### config.mk
export PLATFORM = sky130hd
export DESIGN_NAME = dma_xfer_ctrl
export DESIGN_NICKNAME = d
export VERILOG_FILES = /design/src/rtl/dmac_pkg.sv /design/src/rtl/dmac_regs.sv /design/src/rtl/dmac_seq.sv /design/src/rtl/dma_xfer_ctrl.sv
export SDC_FILE = /design/constraint.sdc
export NUM_CORES = 1
export LEC_CHECK = 0
export BUFFER_PORTS_ARGS = -buffer_cell sky130_fd_sc_hd__buf_4
export CAP_MARGIN = 25
export CORE_MARGIN = 8
export CORE_UTILIZATION = 40
export DETAILED_ROUTE_END_ITERATION = 12
export MAX_ROUTING_LAYER = met4
export PLACE_DENSITY = 0.64
export SYNTH_ARGS = -nofsm -noshare
export SYNTH_HDL_FRONTEND = slang
export SYNTH_HIERARCHICAL = 1
export SYNTH_SLANG_ARGS = --single-unit
export TNS_END_PERCENT = 5
### constraint.sdc
create_clock -name clk -period 3.1 [get_ports clk]
set_input_delay 0.62 -clock clk [delete_from_list [all_inputs] [get_ports clk]]
set_output_delay 0.62 -clock clk [all_outputs]
set_load 0.1 [all_outputs]
### src/rtl/dmac_pkg.sv
package dmac_pkg;
    typedef enum logic [1:0] {
        XM_BLOCK = 2'd0,
        XM_STEAL = 2'd1,
        XM_INTLV = 2'd2
    } xfer_mode_e;

    typedef enum logic [1:0] {
        ST_IDLE,
        ST_WAIT,
        ST_MOVE,
        ST_SNEAK
    } seq_state_e;

    localparam logic [1:0] SEL_ADDR  = 2'd0;
    localparam logic [1:0] SEL_COUNT = 2'd1;
    localparam logic [1:0] SEL_CTRL  = 2'd2;

    localparam int unsigned BIT_DONE = 0;
    localparam int unsigned BIT_BUSY = 1;
    localparam int unsigned BIT_MODE = 2;
    localparam int unsigned BIT_DIR  = 4;
endpackage

### src/rtl/dmac_regs.sv
module dmac_regs
    import dmac_pkg::*;
#(
    parameter int unsigned ADDR_W = 16,
    parameter int unsigned CNT_W  = 16,
    parameter int unsigned REG_W  = 16
) (
    input  logic              clk,
    input  logic              rst_n,
    input  logic [1:0]        reg_sel,
    input  logic              reg_wr,
    input  logic [REG_W-1:0]  reg_wdata,
    output logic [REG_W-1:0]  reg_rdata,
    input  logic              busy,
    input  logic              step,
    input  logic              finish,
    output logic [ADDR_W-1:0] addr,
    output logic [1:0]        mode,
    output logic              dir,
    output logic              cnt_zero,
    output logic              cnt_last
);
    typedef struct packed {
        logic [ADDR_W-1:0] addr;
        logic [CNT_W-1:0]  cnt;
        logic [1:0]        mode;
        logic              dir;
        logic              done;
    } regs_t;

    regs_t r_q, r_d;
    logic  wr_ok;

    assign wr_ok = reg_wr && !busy;

    always_comb begin
        r_d = r_q;
        if (wr_ok) begin
            case (reg_sel)
                SEL_ADDR:  r_d.addr = reg_wdata[ADDR_W-1:0];
                SEL_COUNT: begin
                    r_d.cnt  = reg_wdata[CNT_W-1:0];
                    r_d.done = 1'b0;
                end
                SEL_CTRL: begin
                    r_d.mode = reg_wdata[BIT_MODE+1:BIT_MODE];
                    r_d.dir  = reg_wdata[BIT_DIR];
                end
                default: ;
            endcase
        end
        if (step) begin
            r_d.addr = r_q.addr + ADDR_W'(1);
            r_d.cnt  = r_q.cnt - CNT_W'(1);
        end
        if (finish) r_d.done = 1'b1;
    end

    always_ff @(posedge clk or negedge rst_n) begin
        if (!rst_n) r_q <= '0;
        else        r_q <= r_d;
    end

    always_comb begin
        reg_rdata = '0;
        case (reg_sel)
            SEL_ADDR:  reg_rdata[ADDR_W-1:0] = r_q.addr;
            SEL_COUNT: reg_rdata[CNT_W-1:0]  = r_q.cnt;
            SEL_CTRL: begin
                reg_rdata[BIT_DONE]              = r_q.done;
                reg_rdata[BIT_BUSY]              = busy;
                reg_rdata[BIT_MODE+1:BIT_MODE]   = r_q.mode;
                reg_rdata[BIT_DIR]               = r_q.dir;
            end
            default: ;
        endcase
    end

    assign addr     = r_q.addr;
    assign mode     = r_q.mode;
    assign dir      = r_q.dir;
    assign cnt_zero = (r_q.cnt == '0);
    assign cnt_last = (r_q.cnt == CNT_W'(1));

    assert_addr_inc_R3: assert property (@(posedge clk) disable iff (!rst_n)
        step |=> r_q.addr == $past(r_q.addr) + ADDR_W'(1));

    assert_cnt_dec_R4: assert property (@(posedge clk) disable iff (!rst_n)
        step |=> r_q.cnt == $past(r_q.cnt) - CNT_W'(1));

    assert_count_clears_done_R7: assert property (@(posedge clk) disable iff (!rst_n)
        (wr_ok && reg_sel == SEL_COUNT && !finish) |=> !r_q.done);

    assert_busy_mode_frozen_R11: assert property (@(posedge clk) disable iff (!rst_n)
        busy |=> r_q.mode == $past(r_q.mode) && r_q.dir == $past(r_q.dir));
endmodule

### src/rtl/dmac_seq.sv
module dmac_seq
    import dmac_pkg::*;
(
    input  logic       clk,
    input  logic       rst_n,
    input  logic       dreq,
    input  logic       hlda,
    input  logic       bus_idle,
    input  logic [1:0] mode,
    input  logic       dir,
    input  logic       cnt_zero,
    input  logic       cnt_last,
    output logic       hold,
    output logic       dack,
    output logic       mem_rd,
    output logic       mem_wr,
    output logic       inhibit,
    output logic       busy,
    output logic       step,
    output logic       finish
);
    typedef struct packed {
        seq_state_e state;
    } seq_t;

    seq_t s_q, s_d;

    always_comb begin
        s_d    = s_q;
        step   = 1'b0;
        finish = 1'b0;
        case (s_q.state)
            ST_IDLE: begin
                if (dreq) begin
                    if (cnt_zero)              finish = 1'b1;
                    else if (mode == XM_INTLV) s_d.state = ST_SNEAK;
                    else                       s_d.state = ST_WAIT;
                end
            end
            ST_WAIT: begin
                if (hlda) s_d.state = ST_MOVE;
            end
            ST_MOVE: begin
                step = 1'b1;
                if (cnt_last) begin
                    finish    = 1'b1;
                    s_d.state = ST_IDLE;
                end else if (mode == XM_STEAL) begin
                    s_d.state = ST_IDLE;
                end
            end
            ST_SNEAK: begin
                if (bus_idle) begin
                    step = 1'b1;
                    if (cnt_last) begin
                        finish    = 1'b1;
                        s_d.state = ST_IDLE;
                    end
                end
            end
            default: s_d.state = ST_IDLE;
        endcase
    end

    always_ff @(posedge clk or negedge rst_n) begin
        if (!rst_n) s_q <= '{state: ST_IDLE};
        else        s_q <= s_d;
    end

    assign hold    = (s_q.state == ST_WAIT) || (s_q.state == ST_MOVE);
    assign dack    = (s_q.state == ST_MOVE) || ((s_q.state == ST_SNEAK) && bus_idle);
    assign mem_rd  = dack && !dir;
    assign mem_wr  = dack && dir;
    assign inhibit = !((s_q.state == ST_MOVE) && (mode == XM_STEAL));
    assign busy    = (s_q.state != ST_IDLE);

    assert_grant_first_R1: assert property (@(posedge clk) disable iff (!rst_n)
        (hold && !hlda && s_q.state == ST_WAIT) |-> !(mem_rd || mem_wr));

    assert_strobe_needs_grant_R2: assert property (@(posedge clk) disable iff (!rst_n)
        (dack && hold) |-> hlda);

    assert_release_after_last_R5: assert property (@(posedge clk) disable iff (!rst_n)
        (step && finish) |=> !hold && !dack);

    assert_inhibit_only_steal_R8: assert property (@(posedge clk) disable iff (!rst_n)
        !inhibit |-> (dack && hold && mode == XM_STEAL));

    assert_single_steal_R8: assert property (@(posedge clk) disable iff (!rst_n)
        !inhibit |=> inhibit);

    assert_intlv_idle_only_R9: assert property (@(posedge clk) disable iff (!rst_n)
        (dack && !hold) |-> bus_idle);

    assert_zero_quiet_R10: assert property (@(posedge clk) disable iff (!rst_n)
        (finish && !step) |=> !hold && !mem_rd && !mem_wr);
endmodule

### src/rtl/dma_xfer_ctrl.sv
module dma_xfer_ctrl
    import dmac_pkg::*;
#(
    parameter int unsigned ADDR_W = 16,
    parameter int unsigned CNT_W  = 16,
    parameter int unsigned REG_W  = 16
) (
    input  logic              clk,
    input  logic              rst_n,
    input  logic [1:0]        reg_sel,
    input  logic              reg_wr,
    input  logic [REG_W-1:0]  reg_wdata,
    output logic [REG_W-1:0]  reg_rdata,
    input  logic              dreq,
    output logic              dack,
    output logic              hold,
    input  logic              hlda,
    input  logic              bus_idle,
    output logic              inhibit,
    output logic [ADDR_W-1:0] mem_addr,
    output logic              mem_rd,
    output logic              mem_wr
);
    logic       busy, step, finish, dir, cnt_zero, cnt_last;
    logic [1:0] mode;

    dmac_regs #(.ADDR_W(ADDR_W), .CNT_W(CNT_W), .REG_W(REG_W)) regs_i (
        .clk       (clk),
        .rst_n     (rst_n),
        .reg_sel   (reg_sel),
        .reg_wr    (reg_wr),
        .reg_wdata (reg_wdata),
        .reg_rdata (reg_rdata),
        .busy      (busy),
        .step      (step),
        .finish    (finish),
        .addr      (mem_addr),
        .mode      (mode),
        .dir       (dir),
        .cnt_zero  (cnt_zero),
        .cnt_last  (cnt_last)
    );

    dmac_seq seq_i (
        .clk      (clk),
        .rst_n    (rst_n),
        .dreq     (dreq),
        .hlda     (hlda),
        .bus_idle (bus_idle),
        .mode     (mode),
        .dir      (dir),
        .cnt_zero (cnt_zero),
        .cnt_last (cnt_last),
        .hold     (hold),
        .dack     (dack),
        .mem_rd   (mem_rd),
        .mem_wr   (mem_wr),
        .inhibit  (inhibit),
        .busy     (busy),
        .step     (step),
        .finish   (finish)
    );
endmodule

==> flow_metrics.tcl <==
set metrics [dict create \
    r2r_slack_ns 0.68 \
    gp_congestion 0.877 \
    grt_max_degree 53 \
    drt-pass1-iter-count 5 \
    synthArstFlopShare_pct 100 \
    grt_usage_pct 18.1 \
    drive_above_1_share_pct 22.8 \
    synth_fp_nets 379 \
    start_util_pct 40.6 \
    cts_inserted_buffers 5 \
    wl_per_cell_um 18.4 \
    antenna_cells 0 \
    num_vias 2803 \
    layout.cells.non_filler 480 \
    slew_viol_final 0 \
    syn_area_mm2 0.00292 \
    synth_edf_count 0 \
    dpl.cell_count 473 \
    antenna_found_initial 0 \
    cts_hold_buffers 0 \
    worstSetupStartpointType "flop" \
    gr-total-overflow 0 \
    cts-root-buf "clkbuf_8" \
    post_cts_buffers 0 \
    dp_hpwl_um 6520 \
    grt_pass1_wl_um 14400 \
    dieArea_mm2 0.0103 \
    std_cell_rows 31 \
    synth_ff_type "dfrtp_1" \
    syn_avg_cell_area_um2 8.38 \
    cap_viol_max_count 0 \
    die_x_um 101 \
    cts_resized 0 \
    cp_max_fo 9 \
    r2r-start "regs_i/r_q[14]" \
    worstSetupEndpointType "flop" \
    num_io_pins 61 \
    rsz0062_at_grt "false" \
    crit_start "regs_i/r_q[14]" \
    p_per_area_mw_per_mm2 674 \
    yosysSeqAreaShare_pct 32.6 \
    setup_ws_ns 0.681 \
    grt_pass1_vias 2768 \
    finalCriticalPeriod_ns 2.42 \
    crit_type "reg -> reg" \
    totalWireLength_um 8850 \
    p_comb_share_pct 51.8 \
    required_ns 3.27 \
    finalSetupViolCount 0 \
    irDropWorstVdd_mv 0.769 \
    via_per_inst 5.84 \
    yosys_warnings 6 \
    portBuffers 60 \
    die_h_um 101 \
    crit_arrival_ns 2.58 \
    drt_iter0_markers 187 \
    pre_cts_slack_ns 0.667 \
    clock_latency_ns 0.29 \
    dpl-instance-area_mm2 0.00331 \
    final_cell_mix "65 x buf_4, 38 x dfrtp_1, 35 x nor2_1, 26 x nand2_1, 25 x a21oi_1" \
    p_switching_mw 1.27 \
    synth_cells 348 \
    ys_seq_elements 38 \
    internal-power_mw 1.01 \
    tightest_slew_ns 0.605 \
    hp-class "in -> async" \
    finalInstanceArea_mm2 0.00338 \
    leakage_nw 1.46 \
    seqPwrFrac_pct 33.4 \
    relSlewSlack_pct 59.3 \
    hold_viol 0 \
    status "finished, final reports clean" \
    clkTransAtPathRegs_ns 0.08 \
    clock_sinks 38 \
    cts_tree "yes" \
    layout_commonest_cell "buf_4" \
    design.core.area_mm2 0.00718 \
    ant_nets 0 \
    htree_levels 2 \
    fmax_mhz 413 \
    clockPowerShare_pct 14.7 \
    num-nets-final 412 \
    area_growth_pct 16.0 \
    p_sw_share_pct 55.6 \
    skew_ns 0.00404 \
    hold_ws_ns 0.293 \
    synth_cell_types 63 \
    clk_path_buf_depth 2 \
    drc_errors 0 \
    fin_util_pct 47.1 \
    fin_crit_sh_pct 78.0 \
]
==> path summary, 6_finish.rpt <==
path / to / depth (start not counted)
max in group asynchronous: seq_i/s_q[1] / 1
setup / recovery: seq_i/s_q[1] / 7
min in group clk: regs_i/r_q[0] / 1
setup reg to reg: seq_i/s_q[1] / 7
hold reg to reg: regs_i/r_q[0] / 1
hold / removal: regs_i/addr[9] / 1
==> area by class of cell <==
class | count | area (um2)
Inverter | 10 | 37.5
Sequential cell | 38 | 951
Clock buffer | 7 | 76.3
Multi-Input combinational cell | 261 | 1710
Timing Repair Buffer | 65 | 488
Fill cell | 704 | 3790
Tap cell | 99 | 124
==> registers in the layout (all words and copies together), names as in the netlist <==
| register | count |
|---|---|
| regs_i/addr | 16 |
| regs_i/dir | 1 |
| regs_i/mode | 2 |
| regs_i/r_q | 17 |
| seq_i/s_q | 2 |
==> worst max-delay path, stage by stage, from the launching register on <==
cell and delay [ns]:
dfrtp_1 0.46, or4_1 0.61, nor4_1 0.40, and3_1 0.29
nand2_1 0.09, a21oi_2 0.14, o311ai_2 0.14, mux2i_1 0.16
==> cells in the mapped netlist (3+ instances only) <==
| cell | n | area [um2] |
|---|---|---|
| clkbuf_1 | 16 | 60.1 |
| a211oi_1 | 12 | 90.1 |
| nor4_1 | 8 | 50.1 |
| mux2i_1 | 19 | 190 |
| dfrtp_1 | 38 | 951 |
| o22ai_1 | 3 | 18.8 |
| and2_1 | 10 | 62.6 |
| ha_1 | 7 | 87.6 |
| nand4_1 | 7 | 43.8 |
| nand2b_1 | 4 | 25.0 |
| buf_4 | 19 | 143 |
| or2_2 | 3 | 18.8 |
| nand3_1 | 8 | 40.0 |
| mux2_2 | 3 | 33.8 |
| a311oi_1 | 7 | 61.3 |
| a22oi_1 | 3 | 22.5 |
| a21oi_1 | 25 | 125 |
| nand2_1 | 26 | 97.6 |
| nor2_1 | 35 | 131 |
| nor2b_1 | 5 | 31.3 |
| and3_1 | 4 | 25.0 |
| nand3b_1 | 3 | 22.5 |
| nor3_1 | 7 | 35.0 |
| o21a_1 | 3 | 22.5 |
| o2bb2ai_1 | 3 | 26.3 |
| o21ai_0 | 15 | 75.1 |
| inv_1 | 9 | 33.8 |
==> cells by family (layout without fill, tap and decap cells) <==
logic type               after synthesis  in the layout  share of synthesized area [%]
adder cells (fa/ha/maj)                7              7                           3.00
AO/OA/AOI/OAI                         93             93                           21.9
buffers and inverters                 49             82                           9.05
AND/OR/NAND/NOR                      136            136                           24.9
XOR/XNOR                               3              3                          0.901
multiplexers                          22             22                           7.68
flip-flops                            38             38                           32.6
==> power groups by stage <==
stage          clock [mW]  sequential [mW]  combinational [mW]
6_report            0.335            0.763                1.18
5_1_grt             0.363            0.783                1.25
4_1_cts             0.341            0.757                1.18
3_5_place_dp            0            0.766                1.18
3_3_place_gp            0            0.760                1.17
2_1_floorplan           0            0.677                1.07
==> stage by stage <==
stage	TNS [ns]	total power, mW
finish	0	2.28
global placement	0	1.93
detailed placement	0	1.95
global route	0	2.39
CTS	0	2.28
floorplan	-4.50	1.74
==> layer usage <==
| metal | GRT usage, % | vias to the layer above | part of all wire (%) |
|---|---|---|---|
| met5 | - | - | 0 |
| met4 | 4.58 | 0 | 1.1 |
| met3 | 2.82 | 8 | 4.6 |
| met2 | 28.2 | 83 | 48 |
| met1 | 23.8 | 1377 | 46 |
| li1 | - | 1335 | - |
Power figures use the tool's default switching activity.
